### src/rtl/pwm_pkg.sv
package pwm_pkg;
  typedef struct packed {
    logic hs;
    logic ls;
  } gate_pair_t;
endpackage

### src/rtl/pwm_timebase.sv
module pwm_timebase #(
  parameter int CW      = 8,
  parameter int PER_MIN = 25,
  parameter int PER_MAX = 100
) (
  input  logic          clk,
  input  logic          rst_n,
  input  logic          run,
  input  logic [CW-1:0] per_cfg,
  output logic [CW-1:0] ph_nx,
  output logic          start_nx,
  output logic [CW-1:0] per_use,
  output logic          strobe
);
  localparam logic [CW-1:0] PMIN = CW'(PER_MIN);
  localparam logic [CW-1:0] PMAX = CW'(PER_MAX);

  logic [CW-1:0] ph_q, per_q, per_clamp;
  logic          started_q, wrap;

  always_comb begin
    if (per_cfg < PMIN)      per_clamp = PMIN;
    else if (per_cfg > PMAX) per_clamp = PMAX;
    else                     per_clamp = per_cfg;
    wrap     = !started_q || (ph_q == per_q - CW'(1));
    start_nx = run && wrap;
    ph_nx    = (!run || wrap) ? '0 : ph_q + CW'(1);
    per_use  = wrap ? per_clamp : per_q;
  end

  always_ff @(posedge clk or negedge rst_n) begin
    if (!rst_n) begin
      ph_q      <= '0;
      per_q     <= PMIN;
      started_q <= 1'b0;
      strobe    <= 1'b0;
    end else begin
      ph_q      <= ph_nx;
      started_q <= run;
      strobe    <= start_nx;
      if (start_nx) per_q <= per_use;
    end
  end

  p_period_bound_r1: assert property (@(posedge clk) disable iff (!rst_n)
    started_q |-> (ph_q < per_q));
endmodule

### src/rtl/pwm_duty.sv
module pwm_duty #(
  parameter int CW      = 8,
  parameter int MIN_ON  = 4,
  parameter int MIN_OFF = 4
) (
  input  logic          clk,
  input  logic          rst_n,
  input  logic          run,
  input  logic          start_nx,
  input  logic [CW-1:0] err,
  input  logic [CW-1:0] per_use,
  output logic [CW-1:0] duty_use
);
  localparam logic [CW-1:0] MON  = CW'(MIN_ON);
  localparam logic [CW-1:0] MOFF = CW'(MIN_OFF);

  logic [CW-1:0] duty_q, duty_new, duty_max;

  always_comb begin
    duty_max = per_use - MOFF;
    if (err == '0)           duty_new = '0;
    else if (err < MON)      duty_new = MON;
    else if (err > duty_max) duty_new = duty_max;
    else                     duty_new = err;
    duty_use = start_nx ? duty_new : duty_q;
  end

  always_ff @(posedge clk or negedge rst_n) begin
    if (!rst_n)         duty_q <= '0;
    else if (!run)      duty_q <= '0;
    else if (start_nx)  duty_q <= duty_new;
  end

  p_duty_ceiling_r3: assert property (@(posedge clk) disable iff (!rst_n)
    run |-> (duty_q <= per_use - MOFF) || start_nx);
endmodule

### src/rtl/pwm_gate_seq.sv
module pwm_gate_seq
  import pwm_pkg::*;
#(
  parameter int CW   = 8,
  parameter int DEAD = 2
) (
  input  logic          clk,
  input  logic          rst_n,
  input  logic          run,
  input  logic          start_nx,
  input  logic [CW-1:0] ph_nx,
  input  logic [CW-1:0] duty_use,
  input  logic [CW-1:0] per_use,
  input  logic          ilim,
  input  logic          lclr,
  output gate_pair_t    gq
);
  localparam int           IW  = $clog2(DEAD + 1);
  localparam logic [IW-1:0] DQ = IW'(DEAD);
  localparam logic [CW:0]   DX = (CW+1)'(DEAD);

  gate_pair_t    gn;
  logic [IW-1:0] hs_idle_q, ls_idle_q, hs_idle_nx, ls_idle_nx;
  logic          hold_q, blk_q, hold_nx, blk_nx, cut;
  logic          hs_win, ls_win, hs_off_long, ls_off_long;
  logic [CW:0]   ph_x, duty_x, per_x;

  always_comb begin
    ph_x   = {1'b0, ph_nx};
    duty_x = {1'b0, duty_use};
    per_x  = {1'b0, per_use};
    cut    = ilim && gq.hs;
    hold_nx = run && (cut || (hold_q && !lclr));
    blk_nx  = run && (cut || (blk_q && !(start_nx && !hold_nx)));
    hs_win  = ph_x < duty_x;
    ls_win  = (ph_x >= duty_x + DX) && (ph_x + DX < per_x);
    hs_off_long = (hs_idle_q >= DQ);
    ls_off_long = (ls_idle_q >= DQ);
    gn.hs = run && hs_win && !blk_nx && (gq.hs || (start_nx && ls_off_long));
    gn.ls = run && (ls_win || hold_nx) && hs_off_long && !gn.hs;
    hs_idle_nx = gn.hs ? '0 : ((hs_idle_q == DQ) ? DQ : hs_idle_q + IW'(1));
    ls_idle_nx = gn.ls ? '0 : ((ls_idle_q == DQ) ? DQ : ls_idle_q + IW'(1));
  end

  always_ff @(posedge clk or negedge rst_n) begin
    if (!rst_n) begin
      gq        <= '0;
      hs_idle_q <= DQ;
      ls_idle_q <= DQ;
      hold_q    <= 1'b0;
      blk_q     <= 1'b0;
    end else begin
      gq        <= gn;
      hs_idle_q <= hs_idle_nx;
      ls_idle_q <= ls_idle_nx;
      hold_q    <= hold_nx;
      blk_q     <= blk_nx;
    end
  end

  p_bbm_r4: assert property (@(posedge clk) disable iff (!rst_n)
    !(gq.hs && gq.ls));
  p_dead_ls_r4: assert property (@(posedge clk) disable iff (!rst_n)
    $rose(gq.ls) |-> !$past(gq.hs));
  p_dead_hs_r4: assert property (@(posedge clk) disable iff (!rst_n)
    $rose(gq.hs) |-> !$past(gq.ls));
  p_ilim_cut_r5: assert property (@(posedge clk) disable iff (!rst_n)
    (run && ilim && gq.hs) |=> !gq.hs);
  p_hold_ls_r5: assert property (@(posedge clk) disable iff (!rst_n)
    (run && hold_q && !lclr && gq.ls) |=> gq.ls);
  p_stop_r6: assert property (@(posedge clk) disable iff (!rst_n)
    !run |=> (!gq.hs && !gq.ls));
endmodule

### src/rtl/pwm_gate_ctrl.sv
module pwm_gate_ctrl
  import pwm_pkg::*;
#(
  parameter int CW      = 8,
  parameter int PER_MIN = 25,
  parameter int PER_MAX = 100,
  parameter int MIN_ON  = 4,
  parameter int MIN_OFF = 4,
  parameter int DEAD    = 2
) (
  input  logic          clk,
  input  logic          rst_n,
  input  logic          en,
  input  logic          inhibit,
  input  logic [CW-1:0] per_cfg,
  input  logic [CW-1:0] err_word,
  input  logic          ilim,
  input  logic          ls_clr,
  output logic          hs_gate,
  output logic          ls_gate,
  output logic          cyc_start
);
  logic          run, start_nx;
  logic [CW-1:0] ph_nx, per_use, duty_use;
  gate_pair_t    gq;

  assign run = en && !inhibit;

  pwm_timebase #(.CW(CW), .PER_MIN(PER_MIN), .PER_MAX(PER_MAX)) u_tb (
    .clk(clk), .rst_n(rst_n), .run(run), .per_cfg(per_cfg),
    .ph_nx(ph_nx), .start_nx(start_nx), .per_use(per_use), .strobe(cyc_start)
  );

  pwm_duty #(.CW(CW), .MIN_ON(MIN_ON), .MIN_OFF(MIN_OFF)) u_duty (
    .clk(clk), .rst_n(rst_n), .run(run), .start_nx(start_nx),
    .err(err_word), .per_use(per_use), .duty_use(duty_use)
  );

  pwm_gate_seq #(.CW(CW), .DEAD(DEAD)) u_seq (
    .clk(clk), .rst_n(rst_n), .run(run), .start_nx(start_nx), .ph_nx(ph_nx),
    .duty_use(duty_use), .per_use(per_use), .ilim(ilim), .lclr(ls_clr), .gq(gq)
  );

  assign hs_gate = gq.hs && run;
  assign ls_gate = gq.ls && run;

  p_hs_at_start_r2: assert property (@(posedge clk) disable iff (!rst_n)
    $rose(hs_gate) |-> cyc_start);
endmodule

### config.mk
export PLATFORM = sky130hd
export DESIGN_NAME = pwm_gate_ctrl
export DESIGN_NICKNAME = d
export VERILOG_FILES = /design/src/rtl/pwm_pkg.sv /design/src/rtl/pwm_timebase.sv /design/src/rtl/pwm_duty.sv /design/src/rtl/pwm_gate_seq.sv /design/src/rtl/pwm_gate_ctrl.sv
export SDC_FILE = /design/constraint.sdc
export NUM_CORES = 1
export LEC_CHECK = 0
export ABC_AREA = 0
export ABC_CLOCK_PERIOD_IN_PS = 18700
export CAP_MARGIN = 30
export CORE_ASPECT_RATIO = 0.6
export CORE_MARGIN = 3
export CORE_UTILIZATION = 60
export CTS_CLUSTER_DIAMETER = 40
export DETAILED_ROUTE_END_ITERATION = 16
export GPL_TIMING_DRIVEN = 0
export HOLD_SLACK_MARGIN = 0.12
export PLACE_DENSITY = 0.84
export SLEW_MARGIN = 20
export SYNTH_ARGS = -nofsm -noshare
export SYNTH_HDL_FRONTEND = slang
export SYNTH_SLANG_ARGS = --single-unit
export TNS_END_PERCENT = 10
### constraint.sdc
create_clock -name clk -period 18.7 [get_ports clk]
set_input_delay 4.675 -clock clk [delete_from_list [all_inputs] [get_ports clk]]
set_output_delay 4.675 -clock clk [all_outputs]
set_load 0.05 [all_outputs]
==> flow_metrics.tcl <==
set metrics [dict create \
    synth_area_leader_cell "dfrtp_1" \
    numCtsBuffers 5 \
    synth_area_um2 3387 \
    cts_sinks 34 \
    io_buffers 22 \
    clock-root-buffer "clkbuf_8" \
    grt_setup_unrepaired "false" \
    dp_cells 513 \
    critPathBufInv 3 \
    startpoint_type "input pin" \
    cts_tree "done" \
    final_layout_size_suffix_gt1_frac 0.08132 \
    hold_viol_final 0 \
    p_leak_nw 1.736 \
    crit_chain "clkdlybuf4s50_1, nand2b_1, clkinv_1, and2_1, clkdlybuf4s50_1" \
    grtUsageTotal 0.3071 \
    cts_max_level 2 \
    yosysSeqAreaShare 0.2530 \
    async_flop_share 1.000 \
    postSynthCellCount 424 \
    syn_nets 481 \
    die_h_um 64.20 \
    clk_latency_ns 0.31 \
    remaining_drc_errors 0 \
    crit_slowest_cell "clkdlybuf4s50_1" \
    grt_overflow 0 \
    period_minus_slack_ns 11.31 \
    dp_hpwl_um 7371 \
    grt_max_degree 21 \
    rows 20 \
    grt_pass1_wl_um 15580 \
    dpl-instance-area_um2 3712 \
    setup_tns_ns 0 \
    tightestPinTransition_ns 1.087 \
    cp.arrival_ns 6.64 \
    status "complete, no violations" \
    vias 3314 \
    hp-class "reg -> reg" \
    finalInstanceArea_um2 3850 \
    endpoint_kind "output port" \
    synth_top_area_frac 0.2143 \
    layout.cells.non_filler 521 \
    total_power_uw 268.8 \
    detail-route-antenna-nets 0 \
    cp_data_required_time_ns 14.03 \
    fp.dieArea_um2 6612 \
    slew_viol_final 0 \
    ys.flop_type "dfrtp_1" \
    drt_first_pass_iters 7 \
    first_global_vias 3166 \
    ys_types 75 \
    post_drt_wl_per_cell_um 18.05 \
    drtIter0Drc 392 \
    syn_to_final_growth_pct 13.67 \
    floorplan.initialDensity 0.6445 \
    wirelength_um 9404 \
    antenna_found_initial 1 \
    hold_buffers 0 \
    power.density_nw_per_um2 69.82 \
    ys_ff_latch 34 \
    critical_path_class "in -> out" \
    cts.path.max_buffers 2 \
    setup_viol 0 \
    yosysWarningCount 0 \
    cts_resized 0 \
    nFillCells 382 \
    globalplace.congestion 0.9837 \
    die_w_um 103.0 \
    synth-edff-count 0 \
    routed_via_density 6.361 \
    peakVddDrop_mv 0.03767 \
    slew_headroom 0.2640 \
    max_freq_ghz 0.08840 \
    fin_skew_ns 0.01072 \
    path_delay_family "buffers and inverters" \
    cpMostUsedCell "clkdlybuf4s50_1" \
    yosysMostFrequentCell "nor2_1" \
    core_um2 5255 \
    clkSlewWorstSetupHoldPaths_ns 0.08 \
    yosys-top-cells-count "nor2_1 (44), nand2_1 (41), ha_1 (35), o21ai_0 (33), inv_1 (30)" \
    syn_area_per_cell_um2 7.988 \
    postCtsSetupBuffers 0 \
    boundaryPins 25 \
    maxCapViolCount 0 \
    diodes 0 \
    critPathMaxStageDelay_ns 0.69 \
    final_nets 511 \
    fin_crit_sh 0.6049 \
    synth_area_leaders "dfrtp_1 (21%), ha_1 (13%), nor2_1 (4.9%)" \
    cp_max_fo 9 \
]
[through the flow]
step	util	hold WS (ns)	worst slack [ns]
after floorplan	-	0.4497	8.617
after global placement	0.7021	0.4622	7.453
after detailed placement	0.7064	0.4985	7.445
after CTS	0.7326	0.5184	7.431
after global routing	0.7326	0.5545	7.323
final	0.7326	0.5187	7.388
[registers in the layout (all words and copies together), names as in the netlist]
name and cells:
u_seq.hold_q 1, u_tb.ph_q 8, u_tb.started_q 1, u_seq.blk_q 1, u_tb.strobe 1, u_duty.duty_q 8, u_seq.gq 2, u_seq.hs_idle_q 2
u_seq.ls_idle_q 2, u_tb.per_q 8
[worst reg2reg max path: cells and delay by family (launching register included)]
| family | cells | cell delay [ns] |
|---|---|---|
| mux | 1 | 0.42 |
| fa+ha+maj | 3 | 0.90 |
| simple gates | 7 | 0.86 |
| flops | 1 | 0.52 |
| compound gates | 17 | 4.42 |
| buf+inv | 5 | 0.87 |
[layer usage]
metal | global-route usage | vias up | share of wire
li1 | - | 1552 | -
met1 | 0.4422 | 1536 | 0.45
met2 | 0.4273 | 192 | 0.41
met3 | 0.1101 | 32 | 0.12
met4 | 0.08885 | 2 | 0.020
met5 | 0 | - | 0.0014
[layout by cell type (no fill, tap or decap), types with 3 or more instances in the layout]
cell	instances
nand2b_1	10
and2_1	15
nor2_1	44
nor2b_1	5
a21o_1	9
mux2i_1	4
nand3_1	7
nor3_1	11
dfrtp_1	29
a31oi_1	4
dfstp_2	5
o31ai_1	6
clkbuf_1	14
a21oi_1	18
clkdlybuf4s50_1	21
o21bai_1	3
clkbuf_8	5
buf_2	3
inv_1	30
or3_1	7
nand4_1	5
and3_1	3
a211oi_1	4
nand2_1	41
xnor2_1	10
o21ai_0	33
ha_1	35
xor2_1	15
nor4_1	3
[cell type report]
type                       count  area (µm²)  share of cell area
sequential                    34       857.1              0.2226
multi-input combinational    340        2332              0.6058
buffer                        18       77.57             0.02015
tap                           66       82.58             0.02145
clock inverter                 3       68.82             0.01787
clock buffer                   5       68.82             0.01787
inverter                      32       120.1             0.03120
timing repair buffer          23       242.7             0.06305
[power breakdown]
part	switching, mW	total [mW]	internal [mW]
sequential	0.00561	0.0890	0.0834
clock	0.0311	0.0846	0.0534
combinational	0.0561	0.0952	0.0391
[logic make-up after synthesis]
kind of cell             Yosys count  share of synthesized area
AND/OR/NAND/NOR                  166                     0.2527
AO/OA/AOI/OAI                    108                     0.2239
buffers and inverters             50                    0.05836
adder cells (fa/ha/maj)           36                     0.1322
flip-flops                        34                     0.2531
XOR/XNOR                          25                    0.06465
multiplexers                       5                    0.01515
[worst paths after layout]
path | slack (ns) | to | depth (start not counted) | from
setup / recovery | 7.39 | ls_gate | 5 | inhibit
hold / removal | 0.52 | u_seq.blk_q$_DFF_PN0_ | 2 | u_seq.blk_q$_DFF_PN0_
setup reg to reg | 10.66 | u_seq.ls_idle_q[0]$_DFF_PN0_ | 33 | u_tb.per_q[0]$_DFFE_PN1P_
hold reg to reg | 0.52 | u_seq.blk_q$_DFF_PN0_ | 2 | u_seq.blk_q$_DFF_PN0_
max in group asynchronous | 13.87 | u_seq.hs_idle_q[1]$_DFF_PN1_ | 2 | rst_n
min in group asynchronous | 4.30 | u_tb.per_q[6]$_DFFE_PN0P_ | 1 | rst_n
(Power assumes the default switching activity.)
